## config.mk

```make
export PLATFORM = sky130hd
export DESIGN_NAME = pause_frame_gen
export DESIGN_NICKNAME = d
export VERILOG_FILES = /design/src/rtl/pfg_pkg.sv /design/src/rtl/pfg_edge_det.sv /design/src/rtl/pfg_req_tracker.sv /design/src/rtl/pfg_word_fmt.sv /design/src/rtl/pause_frame_gen.sv
export SDC_FILE = /design/constraint.sdc
export NUM_CORES = 1
export LEC_CHECK = 0
export BUFFER_PORTS_ARGS = -buffer_cell sky130_fd_sc_hd__buf_2
export CAP_MARGIN = 20
export CORE_MARGIN = 2
export CORE_UTILIZATION = 29
export DETAILED_ROUTE_END_ITERATION = 16
export GPL_TIMING_DRIVEN = 0
export PLACE_DENSITY = 0.76
export SYNTH_ARGS = -nofsm -noshare
export SYNTH_HDL_FRONTEND = slang
export SYNTH_HIERARCHICAL = 1
export SYNTH_SLANG_ARGS = --single-unit
```

## constraint.sdc

```tcl
create_clock -name clk -period 1.25 [get_ports clk]
set_clock_uncertainty 0.05 [all_clocks]
set_input_delay 0 -clock clk [delete_from_list [all_inputs] [get_ports clk]]
set_output_delay 0 -clock clk [all_outputs]
set_load 0.01 [all_outputs]
```

## src/rtl/pfg_pkg.sv

```systemverilog
package pfg_pkg;

    localparam int DATA_W   = 32;
    localparam int IDX_W    = 3;
    localparam int PAUSE_W  = 16;
    localparam int MAC_W    = 48;
    localparam int LAST_IDX = 4;

    localparam logic [MAC_W-1:0]   CTRL_DA     = 48'h0180_C200_0001;
    localparam logic [15:0]        CTRL_TYPE   = 16'h8808;
    localparam logic [15:0]        PAUSE_OPC   = 16'h0001;

    typedef enum logic {
        KIND_XON  = 1'b0,
        KIND_XOFF = 1'b1
    } req_kind_e;

    typedef struct packed {
        logic      valid;
        req_kind_e kind;
    } req_t;

    function automatic logic [DATA_W-1:0] frame_word(
        input logic [IDX_W-1:0]   idx,
        input logic [MAC_W-1:0]   sa,
        input logic [PAUSE_W-1:0] pause
    );
        logic [DATA_W-1:0] w;
        case (idx)
            3'd0:    w = CTRL_DA[47:16];
            3'd1:    w = {CTRL_DA[15:0], sa[47:32]};
            3'd2:    w = sa[31:0];
            3'd3:    w = {CTRL_TYPE, PAUSE_OPC};
            3'd4:    w = {pause, {(DATA_W-PAUSE_W){1'b0}}};
            default: w = '0;
        endcase
        return w;
    endfunction

endpackage

```

## src/rtl/pfg_edge_det.sv

```systemverilog
module pfg_edge_det #(
    parameter int N = 2
) (
    input  logic         clk,
    input  logic         rst,
    input  logic [N-1:0] lvl,
    output logic [N-1:0] evt
);
    logic [N-1:0] lvl_q;

    for (genvar i = 0; i < N; i++) begin : g_bit
        always_ff @(posedge clk) begin
            if (rst) lvl_q[i] <= 1'b0;
            else     lvl_q[i] <= lvl[i];
        end
        assign evt[i] = lvl[i] ^ lvl_q[i];
    end
endmodule

```

## src/rtl/pfg_req_tracker.sv

```systemverilog
module pfg_req_tracker
    import pfg_pkg::*;
(
    input  logic      clk,
    input  logic      rst,
    input  logic      active,
    input  logic      ev_xon,
    input  logic      ev_xoff,
    input  logic      start_rd,
    input  logic      last_rd,
    output req_t      pend,
    output logic      busy,
    output req_kind_e frame_kind
);
    logic      renew;
    logic      new_valid;
    req_kind_e new_kind;

    always_comb begin
        new_valid = ev_xon | ev_xoff;
        new_kind  = ev_xoff ? KIND_XOFF : KIND_XON;
    end

    always_ff @(posedge clk) begin
        if (rst || !active) begin
            pend       <= '{valid: 1'b0, kind: KIND_XON};
            busy       <= 1'b0;
            renew      <= 1'b0;
            frame_kind <= KIND_XON;
        end else begin
            if (start_rd) begin
                busy       <= 1'b1;
                frame_kind <= pend.kind;
            end else if (last_rd) begin
                busy <= 1'b0;
            end

            if (new_valid) begin
                pend.valid <= 1'b1;
                pend.kind  <= new_kind;
            end else if (last_rd) begin
                pend.valid <= renew;
            end

            if (last_rd)
                renew <= 1'b0;
            else if (new_valid && (busy || start_rd))
                renew <= 1'b1;
        end
    end
endmodule

```

## src/rtl/pfg_word_fmt.sv

```systemverilog
module pfg_word_fmt
    import pfg_pkg::*;
(
    input  logic [IDX_W-1:0]   idx,
    input  req_kind_e          kind,
    input  logic [PAUSE_W-1:0] xon_val,
    input  logic [PAUSE_W-1:0] xoff_val,
    input  logic [MAC_W-1:0]   sa,
    output logic [DATA_W-1:0]  data
);
    logic [PAUSE_W-1:0] pause;

    always_comb begin
        pause = (kind == KIND_XOFF) ? xoff_val : xon_val;
        data  = frame_word(idx, sa, pause);
    end
endmodule

```

## src/rtl/pause_frame_gen.sv

```systemverilog
module pause_frame_gen
    import pfg_pkg::*;
(
    input  logic                clk,
    input  logic                rst,
    input  logic                fc_enable,
    input  logic                hd_mode,
    input  logic                xon_tgl,
    input  logic                xoff_tgl,
    input  logic [PAUSE_W-1:0]  xon_val,
    input  logic [PAUSE_W-1:0]  xoff_val,
    input  logic [MAC_W-1:0]    src_mac,
    input  logic [IDX_W-1:0]    word_idx,
    input  logic                word_rd,
    output logic                fc_ready,
    output logic                fc_sop,
    output logic                fc_eop,
    output logic [DATA_W-1:0]   fc_data
);
    logic      active;
    logic [1:0] evt;
    req_t      pend;
    logic      busy;
    req_kind_e frame_kind;
    req_kind_e data_kind;
    logic      start_rd;
    logic      last_rd;

    assign active = fc_enable & ~hd_mode;

    pfg_edge_det #(.N(2)) u_edge (
        .clk (clk),
        .rst (rst),
        .lvl ({xoff_tgl, xon_tgl}),
        .evt (evt)
    );

    assign fc_ready  = pend.valid & ~busy & active;
    assign start_rd  = word_rd & fc_ready & (word_idx == '0);
    assign last_rd   = word_rd & busy & (word_idx == IDX_W'(LAST_IDX));
    assign fc_sop    = fc_ready & (word_idx == '0);
    assign fc_eop    = busy & active & (word_idx == IDX_W'(LAST_IDX));
    assign data_kind = busy ? frame_kind : pend.kind;

    pfg_req_tracker u_trk (
        .clk        (clk),
        .rst        (rst),
        .active     (active),
        .ev_xon     (evt[0]),
        .ev_xoff    (evt[1]),
        .start_rd   (start_rd),
        .last_rd    (last_rd),
        .pend       (pend),
        .busy       (busy),
        .frame_kind (frame_kind)
    );

    pfg_word_fmt u_fmt (
        .idx      (word_idx),
        .kind     (data_kind),
        .xon_val  (xon_val),
        .xoff_val (xoff_val),
        .sa       (src_mac),
        .data     (fc_data)
    );
endmodule

```

==> results.py, run 1 <==
metrics = {
    "cells_and_area": {
        "fin_area_mm2": 0.00194,
        "final_layout_size_suffix_gt1_frac": 0.648,
        "fin_util": 0.582,
        "nets": 355,
        "fillerInstances": 323,
        "syn2layout_area_growth_pct": 92.0,
        "antenna-diode-count": 0,
    },
    "sta": {
        "rsz0062_at_grt": "yes",
        "finalCriticalPeriod_ns": 1.68,
        "max_freq_mhz": 595,
        "setup_ws_ns": -0.432,
        "whs_ns": 0.0715,
        "slew_violations": 0,
        "setup_violations": 20,
        "finalHoldViolations": 0,
        "fin_tns_setup_ns": -7.23,
        "worst_pin_slew_ns": 0.387,
        "finalCritPeriodShare": 1.35,
        "relSlewSlack": 0.742,
    },
    "placement": {
        "dpl.hpwl_mm": 3.27,
        "io_buffer_count": 124,
        "gp_congestion": 0.767,
        "place_area_mm2": 0.00175,
    },
    "worst_setup_path": {
        "slowest_stage": "dfxtp_4",
        "critical_path_peak_fanout": 5,
        "required_ns": 1.20,
        "path_common_cell": "buf_12",
        "crit_chain": "mux2_4 > buf_12 > buf_12 > mux2i_4 > o2bb2ai_2 > buf_2",
        "crit_family": "multiplexers",
        "critPathBufInv": 3,
        "slowest_delay_ns": 0.34,
        "start_kind": "flip-flop",
        "critPathArrivalTime_ns": 1.63,
        "cp-end-kind": "output pin",
        "worstSetupPathType": "flip-flop to output pin",
    },
    "floorplanning": {
        "ioPinCount": 125,
        "num_rows": 21,
        "fp.dieW_um": 63.0,
        "die_area_mm2": 0.00397,
        "die_h_um": 63.0,
        "start_util": 0.303,
        "core_area_mm2": 0.00334,
    },
    "run_status": {
        "status": "finished, violations left",
        "violations": "setup timing",
    },
    "route": {
        "wl_per_cell_um": 13.4,
        "drt-total-wl_mm": 4.15,
        "via_per_inst": 4.81,
        "ant_nets": 0,
        "drtIter0Drc": 35,
        "route.detailed.drc": 0,
        "dr.pass1.iters": 4,
        "vias": 1490,
    },
    "clock_network": {
        "cts-root-buf": "clkbuf_4",
        "clockBufferDepth": 2,
        "clock-sinks": 7,
        "clk_pin_slew_worst_paths_ns": 0.05,
        "cts_tree": "yes",
        "clkLatencyLatePin_ns": 0.25,
        "cts_buffers": 3,
        "htreeDepth": 1,
    },
    "grt": {
        "overflow": 0,
        "grt_pass1_wl_mm": 6.40,
        "grt_pass1_vias": 1497,
        "grt_start_max_net_pins": 11,
        "antenna_found_initial": 0,
        "grt_usage": 0.192,
    },
    "run": {
        "maxCapViolCount": 0,
    },
    "worst_hold_path": {
        "hold_path.class": "input pin to flip-flop",
    },
    "power": {
        "p_total_mw": 0.941,
        "leakage_nw": 0.993,
        "peakVddDrop_mv": 0.670,
        "power_density_mw_per_mm2": 485,
    },
    "logic_synthesis": {
        "yosysSeqAreaShare": 0.139,
        "syn_inst": 128,
        "ys_types": 32,
        "avgSynthCellArea_um2": 7.90,
        "yosys_register_bits": 7,
        "synth_area_mm2": 0.00101,
        "yosysWarnings": 6,
        "syn_nets": 218,
    },
}
## registers in the layout (all words and copies together) (netlist names)
register	flops
u_trk/busy	1
u_trk/frame_kind	1
u_trk/renew	1
u_trk/pend	2
u_edge/lvl_q	2
## cells in the mapped netlist
| library cell | number | area (um^2) |
|---|---|---|
| dfxtp_1 | 7 | 140 |
| and2b_4 | 1 | 10.0 |
| a21o_1 | 3 | 22.5 |
| nor2_1 | 19 | 71.3 |
| and2b_2 | 1 | 8.76 |
| and2_1 | 1 | 6.26 |
| and3b_2 | 1 | 10.0 |
| clkbuf_4 | 1 | 7.51 |
| nand2b_2 | 1 | 8.76 |
| buf_4 | 3 | 22.5 |
| a22oi_1 | 12 | 90.1 |
| and4bb_2 | 1 | 12.5 |
| nand2_1 | 2 | 7.51 |
| and4b_2 | 1 | 11.3 |
| xor2_1 | 2 | 17.5 |
| buf_1 | 1 | 3.75 |
| nor2b_1 | 5 | 31.3 |
| o2bb2ai_1 | 8 | 70.1 |
| and2b_1 | 1 | 7.51 |
| and4_2 | 2 | 20.0 |
| mux2_2 | 1 | 11.3 |
| mux2i_1 | 18 | 180 |
| buf_6 | 1 | 11.3 |
| buf_2 | 4 | 20.0 |
| o22ai_1 | 5 | 31.3 |
| a2111oi_2 | 2 | 30.0 |
| o21ai_0 | 1 | 5.00 |
| a211oi_2 | 1 | 12.5 |
| o2bb2ai_2 | 2 | 30.0 |
| a21oi_1 | 8 | 40.0 |
| nand2b_1 | 6 | 37.5 |
| inv_1 | 6 | 22.5 |
## routing by layer
| metal | up-vias | share of wire | global-route usage |
|---|---|---|---|
| li1 | 742 | - | - |
| met1 | 661 | 0.38 | 0.208 |
| met2 | 83 | 0.51 | 0.371 |
| met3 | 4 | 0.099 | 0.0523 |
| met4 | 0 | 0.013 | 0.0306 |
| met5 | - | 0 | 0 |
## logic make-up (layout without fill, tap and decap cells)
logic type                count (synthesis)  count (layout)  synth area share
and+or+nand+nor                          42              42             0.240
xor gates and xnor gates                  2               2            0.0173
AOI/OAI and AO/OA                        42              42             0.328
DFF                                       7               7             0.139
buffers and inverters                    16             152            0.0866
muxes                                    19              19             0.189
## per-stage QoR
| step | cells | worst slack (ns) |
|---|---|---|
| after floorplan | 128 | -0.104 |
| after global placement | 298 | -0.304 |
| after CTS | 308 | -0.498 |
| after global routing | 310 | -0.503 |
| after detailed placement | 298 | -0.311 |
| final | 310 | -0.432 |
## report_power, final
group	internal [mW]	switching [mW]
Combinational	0.271	0.232
Clock	0.122	0.0862
Sequential	0.227	0.00284
Total	0.620	0.321
## cells in the final DEF (no fill, tap or decap), types with 2 or more instances in the layout
cell type and n:
o22ai_1 4, nor2_1 19, a21o_1 3, inv_1 6
a2111oi_2 2, mux2i_1 12, o2bb2ai_2 10, dlygate4sd3_1 3
clkbuf_4 3, and4_2 2, a22oi_1 12, buf_12 2
dfxtp_1 6, a21oi_1 8, buf_2 126, mux2i_2 5
xor2_1 2, nand2_1 2, nand2b_1 6, buf_6 5
buf_4 4, nor2b_1 5
## worst reg2reg max path, stage by stage, from the launching register on
cell	delay, ns
dfxtp_4	0.34
buf_4	0.15
and4bb_2	0.32
and4b_2	0.28
mux2i_1	0.19
nor2_1	0.05
## path summary, 6_finish.rpt
check | start | endpoint | slack, ns | depth (start not counted)
max reg2reg | u_trk/busy$_SDFFE_PP0P_ | u_trk/frame_kind$_SDFFE_PP0P_ | -0.23 | 5
min | hd_mode | u_trk/busy$_SDFFE_PP0P_ | 0.07 | 4
max | u_trk/busy$_SDFFE_PP0P_ | fc_data[29] | -0.43 | 6
min reg2reg | u_trk/renew$_SDFFE_PP0P_ | u_trk/renew$_SDFFE_PP0P_ | 0.42 | 2
## cell type report
cell class	count	area (um^2)	area share
timing repair buffer	133	746	0.384
inverter	6	22.5	0.0116
tap	46	57.6	0.0297
buffer	9	70.1	0.0361
clock buffer	4	26.3	0.0135
multi-input combinational	105	875	0.451
sequential	7	144	0.0741
## what timing repair did
item,4_1_cts,5_1_grt
cloned,0,1
endpoints found under the setup margin,19,21
hold buffers,3,0
resized for setup,5,12
hold endpoints to repair,2,0
setup buffers,4,1
pin swaps,6,2
Note: power is estimated with default switching activity, not from simulation.
==> inputs of run 2 (changes only) <==
- ABC_AREA: not set -> 1
- CORE_MARGIN: 2 -> 1
- CORE_UTILIZATION: 29 -> 31
- MAX_ROUTING_LAYER: not set -> met4
- PLACE_DENSITY: 0.76 -> 0.77
==> results.py, run 2 <==
metrics = {
    "logic_synthesis": {
        "syn_inst": 232,
        "synth-simple-area-share": 0.690,
        "ys_types": 19,
        "yosysMostFrequentCell": "nand2_1",
        "yosys_register_bits": 7,
        "synth_area_mm2": 0.00111,
        "synth-edff-count": 0,
        "synth_top_area_frac": 0.496,
        "avgSynthCellArea_um2": 4.80,
        "synth_xor_area_frac": 0,
        "syn_nets": 322,
        "synth_compound_gate_area_share": 0.0494,
        "synthFlopType": "dfxtp_1",
        "yosysSeqAreaShare": 0.126,
        "yosysWarnings": 6,
        "yosys-top-cells-count": "147 x nand2_1, 20 x inv_1, 15 x nand3_1",
        "yosys-top-cells-area": "nand2_1 50%, dfxtp_1 13%, inv_1 6.7%, nand3_1 6.7%, nor2_4 4.0%",
        "yosysTopAreaCell": "nand2_1",
        "synth_top_family_by_area": "simple AND/OR/NAND/NOR gates",
        "synthArstFlopShare": 0,
        "synthAdderAreaFrac": 0,
        "synthMuxAreaShare": 0,
    },
    "power": {
        "seq_power_share": 0.252,
        "internal-power_mw": 0.593,
        "power_density_mw_per_mm2": 453,
        "p_clk_frac": 0.223,
        "switching_share": 0.358,
        "leakage_nw": 1.30,
        "peakVddDrop_mv": 0.438,
        "switchingPower_mw": 0.331,
        "power_frac_comb": 0.525,
        "p_total_mw": 0.923,
    },
    "worst_hold_path": {
        "hp-start": "xon_tgl",
        "worst_hold_path.num_cells": 7,
        "hold_path_end": "u_trk/pend[1]$_SDFFE_PP0P_",
        "hold_path.class": "input pin to flip-flop",
    },
    "route": {
        "drtIter0Drc": 68,
        "drt-total-wl_mm": 4.16,
        "wl_per_cell_um": 10.0,
        "dr.pass1.iters": 4,
        "ant_nets": 0,
        "vias": 1814,
        "via_per_inst": 4.36,
        "route.detailed.drc": 0,
    },
    "grt": {
        "grt_busiest_layer": "met2",
        "grt_pass1_wl_mm": 5.61,
        "overflow": 0,
        "grt_usage": 0.200,
        "grtUsageMet1": 0.186,
        "antenna_found_initial": 0,
        "grt_pass1_vias": 1439,
        "grt_start_max_net_pins": 11,
        "global_route.usage.met2": 0.395,
        "grt_util_met3": 0.0269,
    },
    "floorplanning": {
        "fp.dieW_um": 61.9,
        "ioPinCount": 125,
        "start_util": 0.329,
        "die_area_mm2": 0.00384,
        "die_h_um": 61.9,
        "num_rows": 21,
        "core_area_mm2": 0.00339,
    },
    "cells_and_area": {
        "mostFrequentLayoutCells": "132 x nand2_1, 120 x buf_2, 19 x nand2_2",
        "nets": 461,
        "fin_area_mm2": 0.00204,
        "final_common_cell": "nand2_1",
        "syn2layout_area_growth_pct": 82.9,
        "final_layout_size_suffix_gt1_frac": 0.492,
        "fillerInstances": 343,
        "antenna-diode-count": 0,
        "top_regs": "u_edge/lvl_q x2, u_trk/pend x2",
    },
    "clock_network": {
        "clockBufferDepth": 2,
        "cts-root-buf": "clkbuf_4",
        "clock-sinks": 7,
        "cts_buffers": 3,
        "cts_tree": "yes",
        "clk_pin_slew_worst_paths_ns": 0.06,
        "htreeDepth": 1,
        "clkLatencyLatePin_ns": 0.25,
    },
    "worst_setup_path": {
        "required_ns": 1.20,
        "r2r-start": "u_trk/busy$_SDFFE_PP0P_",
        "r2r_cells": 10,
        "path_common_cell": "nand2_1",
        "critPathArrivalTime_ns": 1.39,
        "r2r_slack_ns": 0,
        "critical_path_peak_fanout": 6,
        "worstSetupPathType": "flip-flop to output pin",
        "r2r-end": "u_trk/renew$_SDFFE_PP0P_",
        "cp-end-kind": "output pin",
        "crit_chain": "inv_2 > nand2_1 > nand2_1 > buf_6 > inv_8 > buf_6 > nand2_1 > nand2_1 > nand2_1 > nand2_1 > buf_6",
        "slowest_stage": "dfxtp_2",
        "start_kind": "flip-flop",
        "slowest_delay_ns": 0.34,
    },
    "sta": {
        "setup_violations": 17,
        "fin_tns_setup_ns": -2.80,
        "relSlewSlack": 0.747,
        "worst_pin_slew_ns": 0.379,
        "setup_ws_ns": -0.193,
        "finalCriticalPeriod_ns": 1.44,
        "max_freq_mhz": 693,
        "finalCritPeriodShare": 1.15,
        "slew_violations": 0,
        "finalHoldViolations": 0,
        "rsz0062_at_grt": "yes",
    },
    "run_status": {
        "violations": "setup timing",
        "status": "finished, violations left",
    },
    "placement": {
        "place_area_mm2": 0.00179,
        "dpl.hpwl_mm": 3.35,
        "io_buffer_count": 124,
        "gp_congestion": 0.916,
        "dp_slack_ns": -0.224,
    },
    "run": {
        "maxCapViolCount": 0,
    },
}
[run 2: cell type report]
type / instances / area (um^2) / area share
Buffer: 8 / 68.8 / 0.0338
Tap cell: 46 / 57.6 / 0.0283
Inverter: 26 / 105 / 0.0516
Sequential cell: 7 / 143 / 0.0700
Multi-Input combinational cell: 191 / 886 / 0.435
Timing Repair Buffer: 134 / 751 / 0.369
Clock buffer: 4 / 26.3 / 0.0129
[run 2: how the worst max path moves through the flow]
stage,start,endpoint
CTS,u_trk/busy$_SDFFE_PP0P_,fc_data[31]
detailed placement,u_trk/busy$_SDFFE_PP0P_,fc_data[31]
finish,u_trk/busy$_SDFFE_PP0P_,fc_data[26]
floorplan,u_trk/busy$_SDFFE_PP0P_,fc_data[17]
global placement,u_trk/busy$_SDFFE_PP0P_,fc_data[18]
global route,u_trk/busy$_SDFFE_PP0P_,fc_data[17]
[run 2: power groups by stage]
stage,registers [mW],clock network [mW],logic (mW)
detailed placement,0.237,0,0.429
finish,0.233,0.206,0.484
global route,0.233,0.230,0.546
floorplan,0.236,0,0.202
global placement,0.237,0,0.427
CTS,0.233,0.220,0.462
[run 2: layer usage]
layer  up-vias  share of wire
met4         0          0.027
li1        971              -
met2        61           0.53
met1       770           0.37
met5         -              0
met3        12          0.068
[run 2: per-stage QoR]
step / hold WS, ns / util / cells
finish: 0.121 / 0.601 / 416
global route: 0.154 / 0.601 / 416
CTS: 0.114 / 0.581 / 415
detailed placement: 0.178 / 0.529 / 402
global placement: 0.176 / 0.529 / 402
floorplan: 0.0224 / - / 232
[run 2: what timing repair did]
action / in CTS / in global routing
setup endpoints to repair: 16 / 22
hold endpoints to repair: 4 / 0
buffers inserted: 5 / 3
hold buffers: 3 / 0
cloned: 1 / 0
pin swaps: 13 / 13
gates resized for setup: 22 / 17
[run 2: kinds of logic after synthesis]
logic type / count (synthesis)
AND/OR/NAND/NOR: 183
buffers and inverters: 34
AO/OA/AOI/OAI: 8
flip-flops: 7
[run 2: worst max-delay path: cells and delay by family, from the launching register on]
family | cells | cell delay (ns)
AND/OR/NAND/NOR | 6 | 0.35
flip-flops | 1 | 0.34
buffers and inverters | 5 | 0.47
